==> config.mk <==
export PLATFORM = sky130hd
export DESIGN_NAME = bus_select_wait
export DESIGN_NICKNAME = d
export VERILOG_FILES = /design/src/rtl/bsw_pkg.sv /design/src/rtl/bsw_region_decode.sv /design/src/rtl/bsw_wait_cfg.sv /design/src/rtl/bsw_wait_gen.sv /design/src/rtl/bus_select_wait.sv
export SDC_FILE = /design/constraint.sdc
export NUM_CORES = 1
export LEC_CHECK = 0
export ABC_AREA = 1
export CAP_MARGIN = 20
export CORE_MARGIN = 2
export CORE_UTILIZATION = 43
export DETAILED_ROUTE_END_ITERATION = 6
export GPL_ROUTABILITY_DRIVEN = 0
export GPL_TIMING_DRIVEN = 0
export PLACE_DENSITY = 0.75
export REMOVE_ABC_BUFFERS = 1
export SLEW_MARGIN = 20
export SYNTH_ARGS = -nofsm -noshare
export SYNTH_HDL_FRONTEND = slang
export SYNTH_HIERARCHICAL = 1
export SYNTH_SLANG_ARGS = --single-unit
==> constraint.sdc <==
create_clock -name clk -period 1.25 [get_ports clk]
set_input_delay 0.1875 -clock clk [delete_from_list [all_inputs] [get_ports clk]]
set_output_delay 0.1875 -clock clk [all_outputs]
set_load 0.02 [all_outputs]
==> src/rtl/bsw_pkg.sv <==
package bsw_pkg;
    typedef enum logic [1:0] {
        RGN_ROM  = 2'd0,
        RGN_UART = 2'd1,
        RGN_RAM  = 2'd2
    } region_e;
endpackage

==> src/rtl/bsw_region_decode.sv <==
module bsw_region_decode
    import bsw_pkg::*;
#(
    parameter int ADDR_W = 16
) (
    input  logic [ADDR_W-1:0] addr,
    output region_e           region,
    output logic              rom_sel_n,
    output logic              uart_sel_n,
    output logic              ram_sel_n
);
    localparam int TOP = ADDR_W - 1;

    always_comb begin
        if (addr[TOP]) begin
            region = RGN_RAM;
        end else if (addr[TOP-1]) begin
            region = RGN_UART;
        end else begin
            region = RGN_ROM;
        end
        rom_sel_n  = ~(~addr[TOP] & ~addr[TOP-1]);
        uart_sel_n = ~(~addr[TOP] &  addr[TOP-1]);
        ram_sel_n  = ~addr[TOP];
    end
endmodule

==> src/rtl/bsw_wait_cfg.sv <==
module bsw_wait_cfg #(
    parameter int CNT_W   = 3,
    parameter int NUM_RGN = 3,
    parameter int SEL_W   = 2
) (
    input  logic                       clk,
    input  logic                       rst_n,
    input  logic                       we,
    input  logic [SEL_W-1:0]           sel,
    input  logic [CNT_W-1:0]           val,
    output logic [NUM_RGN*CNT_W-1:0]   counts
);
    localparam logic [CNT_W-1:0] MAX_CNT = {CNT_W{1'b1}};

    typedef struct packed {
        logic [NUM_RGN-1:0][CNT_W-1:0] cnt;
    } cfg_t;

    cfg_t cfg_d, cfg_q;

    always_comb begin
        cfg_d = cfg_q;
        for (int i = 0; i < NUM_RGN; i++) begin
            if (we && (int'(sel) == i)) begin
                cfg_d.cnt[i] = val;
            end
        end
    end

    always_ff @(posedge clk or negedge rst_n) begin
        if (!rst_n) begin
            cfg_q.cnt <= {NUM_RGN{MAX_CNT}};
        end else begin
            cfg_q <= cfg_d;
        end
    end

    for (genvar g = 0; g < NUM_RGN; g++) begin : g_out
        assign counts[g*CNT_W +: CNT_W] = cfg_q.cnt[g];
    end

    // an out-of-range region code leaves every count untouched
    assert_bad_sel_ignored_R10: assert property (@(posedge clk) disable iff (!rst_n)
        (we && int'(sel) >= NUM_RGN) |=> $stable(counts));
endmodule

==> src/rtl/bsw_wait_gen.sv <==
module bsw_wait_gen #(
    parameter int CNT_W = 3
) (
    input  logic             clk,
    input  logic             rst_n,
    input  logic             start,
    input  logic [CNT_W-1:0] load_val,
    output logic             wait_o
);
    typedef struct packed {
        logic [CNT_W-1:0] cnt;
        logic             wt;
    } gen_t;

    gen_t gen_d, gen_q;

    always_comb begin
        gen_d = gen_q;
        if (start) begin
            gen_d.cnt = load_val;
            gen_d.wt  = (load_val != '0);
        end else if (gen_q.cnt != '0) begin
            gen_d.cnt = gen_q.cnt - 1'b1;
            gen_d.wt  = (gen_d.cnt != '0);
        end else begin
            gen_d.wt  = 1'b0;
        end
    end

    always_ff @(posedge clk or negedge rst_n) begin
        if (!rst_n) begin
            gen_q <= '0;
        end else begin
            gen_q <= gen_d;
        end
    end

    assign wait_o = gen_q.wt;

    // a strobe with a non-zero count raises WAIT on the next edge
    assert_wait_raised_R6: assert property (@(posedge clk) disable iff (!rst_n)
        (start && load_val != '0) |=> wait_o);
    // a zero count keeps WAIT low
    assert_zero_no_wait_R7: assert property (@(posedge clk) disable iff (!rst_n)
        (start && load_val == '0) |=> !wait_o);
    // WAIT cannot rise without a strobe
    assert_no_spurious_wait_R6: assert property (@(posedge clk) disable iff (!rst_n)
        (!start && !wait_o) |=> !wait_o);
endmodule

==> src/rtl/bus_select_wait.sv <==
module bus_select_wait
    import bsw_pkg::*;
#(
    parameter int ADDR_W  = 16,
    parameter int CNT_W   = 3,
    parameter int SEL_W   = 2,
    parameter int NUM_RGN = 3
) (
    input  logic              clk,
    input  logic              rst_n,
    input  logic [ADDR_W-1:0] addr,
    input  logic              cyc_start,
    input  logic              cfg_we,
    input  logic [SEL_W-1:0]  cfg_sel,
    input  logic [CNT_W-1:0]  cfg_val,
    output logic              rom_sel_n,
    output logic              uart_sel_n,
    output logic              ram_sel_n,
    output logic              wait_o
);
    localparam int TOP = ADDR_W - 1;

    region_e                   region;
    logic [NUM_RGN*CNT_W-1:0]  counts;
    logic [CNT_W-1:0]          load_val;

    bsw_region_decode #(.ADDR_W(ADDR_W)) u_dec (
        .addr       (addr),
        .region     (region),
        .rom_sel_n  (rom_sel_n),
        .uart_sel_n (uart_sel_n),
        .ram_sel_n  (ram_sel_n)
    );

    bsw_wait_cfg #(.CNT_W(CNT_W), .NUM_RGN(NUM_RGN), .SEL_W(SEL_W)) u_cfg (
        .clk    (clk),
        .rst_n  (rst_n),
        .we     (cfg_we),
        .sel    (cfg_sel),
        .val    (cfg_val),
        .counts (counts)
    );

    always_comb begin
        load_val = counts[int'(region)*CNT_W +: CNT_W];
    end

    bsw_wait_gen #(.CNT_W(CNT_W)) u_gen (
        .clk      (clk),
        .rst_n    (rst_n),
        .start    (cyc_start),
        .load_val (load_val),
        .wait_o   (wait_o)
    );

    // exactly one select is low
    assert_one_select_R4: assert property (@(posedge clk) disable iff (!rst_n)
        $countones({rom_sel_n, uart_sel_n, ram_sel_n}) == 2);
    // ROM select only in the lowest quarter
    assert_rom_range_R1: assert property (@(posedge clk) disable iff (!rst_n)
        !rom_sel_n |-> (addr[TOP:TOP-1] == 2'b00));
    // UART select only in the second quarter
    assert_uart_range_R2: assert property (@(posedge clk) disable iff (!rst_n)
        !uart_sel_n |-> (addr[TOP:TOP-1] == 2'b01));
    // RAM select only in the upper half
    assert_ram_range_R3: assert property (@(posedge clk) disable iff (!rst_n)
        !ram_sel_n |-> addr[TOP]);
endmodule

Word-level counts from Yosys, hierarchy flattened
Index checks and enable logic that the tools add are counted.
{"block": "word_totals", "output_inout_bits": 4, "in_bits": 25, "register_bits": 13, "word_cells": 29}
{"block": "classes", "muxes": 5, "n_reduce_logical": 8, "eq_ne": 2, "n_addsub": 1, "shifts": 1, "n_mul": 1, "n_bitwise": 6}
{"op": "nonzero test 3 bit", "n": 3}
{"op": "indexed part select 9 x 5 -> 3 bit", "n": 1}
{"op": "== test 2 bit (second input constant)", "n": 2}
{"op": "multiplier 2 x 2 -> 4 bit (second input constant)", "n": 1}
{"op": "2-to-1 mux 4 bit", "n": 1}
{"op": "inverter 1 bit", "n": 4}
{"op": "logical AND 1 bit", "n": 3}
{"op": "2-to-1 mux 3 bit", "n": 1}
{"op": "subtractor 3 x 1 -> 3 bit (second input constant)", "n": 1}
{"op": "AND 1 bit", "n": 2}
{"op": "logical NOT 2 bit", "n": 1}
{"op": "2-to-1 mux 1 bit", "n": 2}
{"op": "2-to-1 mux 2 bit", "n": 1}
{"op": "nonzero test 2 bit", "n": 1}

Depth between registers and ports, before layout
{"block": "logic_depth", "ltp_word": 6, "ltp_mapped": 10, "ltp_nobuf": 10}

Cells and area by module
The synthesis kept the hierarchy.
{"mod": "bsw_wait_cfg", "cells_per_inst": 43, "seq_area_each_um2": 236.5, "n_inst": 1, "area_each_um2": 404.1}
{"mod": "bsw_wait_gen", "cells_per_inst": 32, "seq_area_each_um2": 100.1, "n_inst": 1, "area_each_um2": 256.5}
{"mod": "bus_select_wait", "cells_per_inst": 23, "seq_area_each_um2": 0.0, "n_inst": 1, "area_each_um2": 93.8}
{"mod": "bsw_region_decode", "cells_per_inst": 6, "seq_area_each_um2": 0.0, "n_inst": 1, "area_each_um2": 26.3}

Worst setup path after synthesis
No wires, ideal clock.
{"block": "synth_timing", "path_type": "register to register", "startpoint": "register u_cfg.cfg_q, in the netlist u_cfg/counts[4]", "endpoint": "register u_gen/gen_q[2] (netlist name)", "slack_ns": 0.255, "path_stages_with_launch": 9, "t_arrival_ns": 0.912, "setup_time_ns": 0.083, "n_path_buf": 0, "period_less_slack_ns": 0.995, "required_time_ns": 1.167, "path_cell_list": "dfstp_2 > inv_1 > nand2_1 > nand3_1 > nand2_1 > nand2_1 > o21ai_0 > nand2_1 > o21ai_0"}
{"block": "synth_between", "elab_chain_len": 2}
{"item": "from (decl)", "line_no": "bsw_wait_cfg.sv:19", "source": "cfg_t cfg_d, cfg_q;"}
{"item": "from (signal assigned)", "line_no": "bsw_wait_cfg.sv:34", "source": "cfg_q <= cfg_d;"}
{"item": "indexed part select 9 x 5 -> 3 bit", "line_no": "bus_select_wait.sv:45", "source": "load_val = counts[int'(region)*CNT_W +: CNT_W];"}
{"item": "named net load_val[1]", "line_no": "bus_select_wait.sv:25", "source": "logic [CNT_W-1:0] load_val;"}
{"item": "2-to-1 mux 4 bit", "line_no": "bsw_wait_gen.sv:19", "source": "if (start) begin"}
{"item": "to (signal assigned)", "line_no": "bsw_wait_gen.sv:34", "source": "gen_q <= gen_d;"}
{"item": "to (decl)", "line_no": "bsw_wait_gen.sv:15", "source": "gen_t gen_d, gen_q;"}
The timed path passes the listed nets, and every way through them passes these cells.
A chain may end at the register's enable or synchronous reset.

Final worst setup path
{"block": "layout_timing", "startpoint": "register u_cfg.cfg_q, in the netlist u_cfg/counts[1]", "endpoint": "register u_gen/gen_q[2] (netlist name)"}
The elaborated chain is that of the path after synthesis.

==> results.toml <==
[route]
ant_nets = 0
dr.pass1.iters = 4
routed_via_density = 4.81
wl_per_cell_um = 10.7
drtIter0Drc = 16
drc = 0
routed_wl_um = 1550
dr_total_vias = 697

[global_route]
grt_max_degree = 14
grt_pass1_wl_um = 2580
antenna_found_initial = 0
overflow = 0
grt_pass1_vias = 623
grtUsageTotal_pct = 17.4

[cells_and_area]
drive_gt1_share_pct = 20.8
nFillCells = 157
area_delta_synth_final_pct = 23.6
post-route-util_pct = 56.5
diodes = 0
nets = 149

[clocking]
cts_tree = "done"
clockBufferDepth = 2
htreeDepth = 1
cts.sink_count = 13
cts_buffers = 3
cts_root_buf = "clkbuf_4"
clkSlewWorstSetupHoldPaths_ns = 0.08
clk_latency_ns = 0.28

[run_status]
outcome = "finished, final reports clean"

[floorplan]
core_um2 = 1710
fp.dieH_um = 46.6
ios = 29
fp-row-count = 15
fp.dieW_um = 46.6
initial_core_util_pct = 45.7
die_area_um2 = 2170

[pwr]
p_per_area_nw_per_um2 = 1430
leakage_uw = 0.000494
vdd_ir_drop_max_mv = 0.846

[sta]
setup_ws_ns = 0.0642
period_minus_slack_ns = 1.19
slew_viol_final = 0
slew-limit-headroom_pct = 61.1
tns_ns = 0
setup_viol = 0
fmax_mhz = 843
hold_viol = 0
period_share_pct = 94.9
skew_ns = 0.00939
rsz0062_at_grt = "true"
tightest_slew_ns = 0.582

[logic_synthesis]
ys.flop_type = "dfstp_2"
synth.area.top_cells = "dfstp_2, nand2_1, dfrtp_1"
netlist.area_leader.share_pct = 30.3
synth.cell_area_um2 = 781
synth_seq_cells = 13
yosysMostFrequentCell = "nand2_1"
synth_area_leader_cell = "dfstp_2"
async_flop_share_pct = 100
synth_common_cells = "nand2_1, inv_1, nand3_1"
synth_cells = 104
synth_edf_count = 0
yosys_warnings = 6
synth-seq-area-share_pct = 43.1
ys_types = 16
avgSynthCellArea_um2 = 7.51

[setup_path]
required_ns = 1.44
path_cells = "inv_1 -> nand2_1 -> nand3_2 -> nand2_1 -> nand2_1 -> o21ai_1 -> nand2_1 -> o21ai_1"
cp_slowest_cell = "dfstp_2"
critPathMaxFanout = 2
end_kind = "flip-flop"
cp_common_cell = "nand2_1"
rrSetupSlack_ns = 0.06
critPathLaunchType = "flip-flop"
critPathMaxStageDelay_ns = 0.53
crit_type = "reg -> reg"
worst_ep_arrival_time_ns = 1.38

[worst_hold_path]
min_path_type = "in -> async"

[placed_design]
pre_cts_ws_ns = -0.457
io_buffers = 14
dp_hpwl_um = 1130

[flow_run]
cap_violations = 0
## cell usage in the layout (no fill, tap or decap)
cell,n
o21ai_1,4
nand4_1,6
a21oi_1,2
nand3_2,3
nor2_4,1
dfstp_2,9
clkbuf_1,1
dlygate4sd2_1,5
nand2_2,1
clkbuf_4,3
nand2_1,42
inv_1,11
nand3_1,9
nand3b_4,1
clkbuf_2,1
ha_1,3
dfrtp_1,4
nor2_2,1
inv_2,5
clkdlybuf4s50_1,8
## sequential cells by signal, indices dropped and copies added, names as in the netlist
name          count
u_gen/wait_o      1
u_cfg/counts      9
u_gen/gen_q       3
## final timing paths
check                                         endpoint  cells past startpoint                         from
max reg2reg                 u_gen/gen_q[2]$_DFFE_PN0P_                      8  u_cfg/counts[1]$_DFFE_PN1P_
max in group asynchronous   u_gen/gen_q[2]$_DFFE_PN0P_                      1                        rst_n
min reg2reg                u_cfg/counts[2]$_DFFE_PN1P_                      2  u_cfg/counts[2]$_DFFE_PN1P_
min                         u_gen/gen_q[3]$_DFFE_PN0P_                      1                        rst_n
max                         u_gen/gen_q[2]$_DFFE_PN0P_                      8  u_cfg/counts[1]$_DFFE_PN1P_
min in group clk            u_gen/gen_q[3]$_DFFE_PN0P_                      5                     addr[15]
## stage by stage
step                total power (µW)  cells  hold WS [ns]  cell area (µm²)
detailed placement              1130    141         0.452              937
CTS                             1380    145         0.287              963
global placement                1100    141         0.452              937
global route                    1500    145         0.329              965
finish                          1380    145         0.277              965
floorplan                        956    102        -0.108              766
## logic make-up (layout without fill, tap and decap cells)
kind of cell / count (synthesis) / in the layout / share of synthesized area [%]
simple gates: 64 / 64 / 38.6
fa+ha+maj: 3 / 3 / 4.81
compound gates: 6 / 6 / 3.85
buf+inv: 18 / 34 / 9.62
flops: 13 / 13 / 43.1
## area by class of cell
type / count / area [µm²] / area share [%]
inverters: 16 / 60.1 / 6.23
well taps: 25 / 31.3 / 3.24
clock buffers: 4 / 26.3 / 2.72
repair buffers: 14 / 129 / 13.4
flip-flops and latches: 13 / 337 / 34.9
multi-input cells: 73 / 382 / 39.6
## power breakdown
part,leakage (µW),internal [µW],switching (µW)
registers,0.000143,559,50.9
logic,0.000336,200,316
clock network,0.0000150,124,132
## worst max-delay path: cells and delay by family, from the launching register on
family          cells  cell delay [ns]
compound gates      2             0.17
buf+inv             1             0.04
simple gates        5             0.38
flops               1             0.53
## timing repair
| item | CTS | global route |
|---|---|---|
| setup endpoints to repair | 7 | 4 |
| resized for setup | 9 | 8 |
| buffers inserted | 0 | 0 |
| pin swaps | 1 | 1 |
| hold buffers | 0 | 0 |
| gates cloned | 0 | 0 |
## routing by layer
| metal | wire length [µm] | GRT usage (%) |
|---|---|---|
| met1 | 690 | 20.9 |
| met4 | 35 | 9.44 |
| met5 | 0 | 0 |
| met2 | 724 | 25.6 |
| met3 | 102 | 8.24 |
Note: power is estimated with default switching activity, not from simulation.
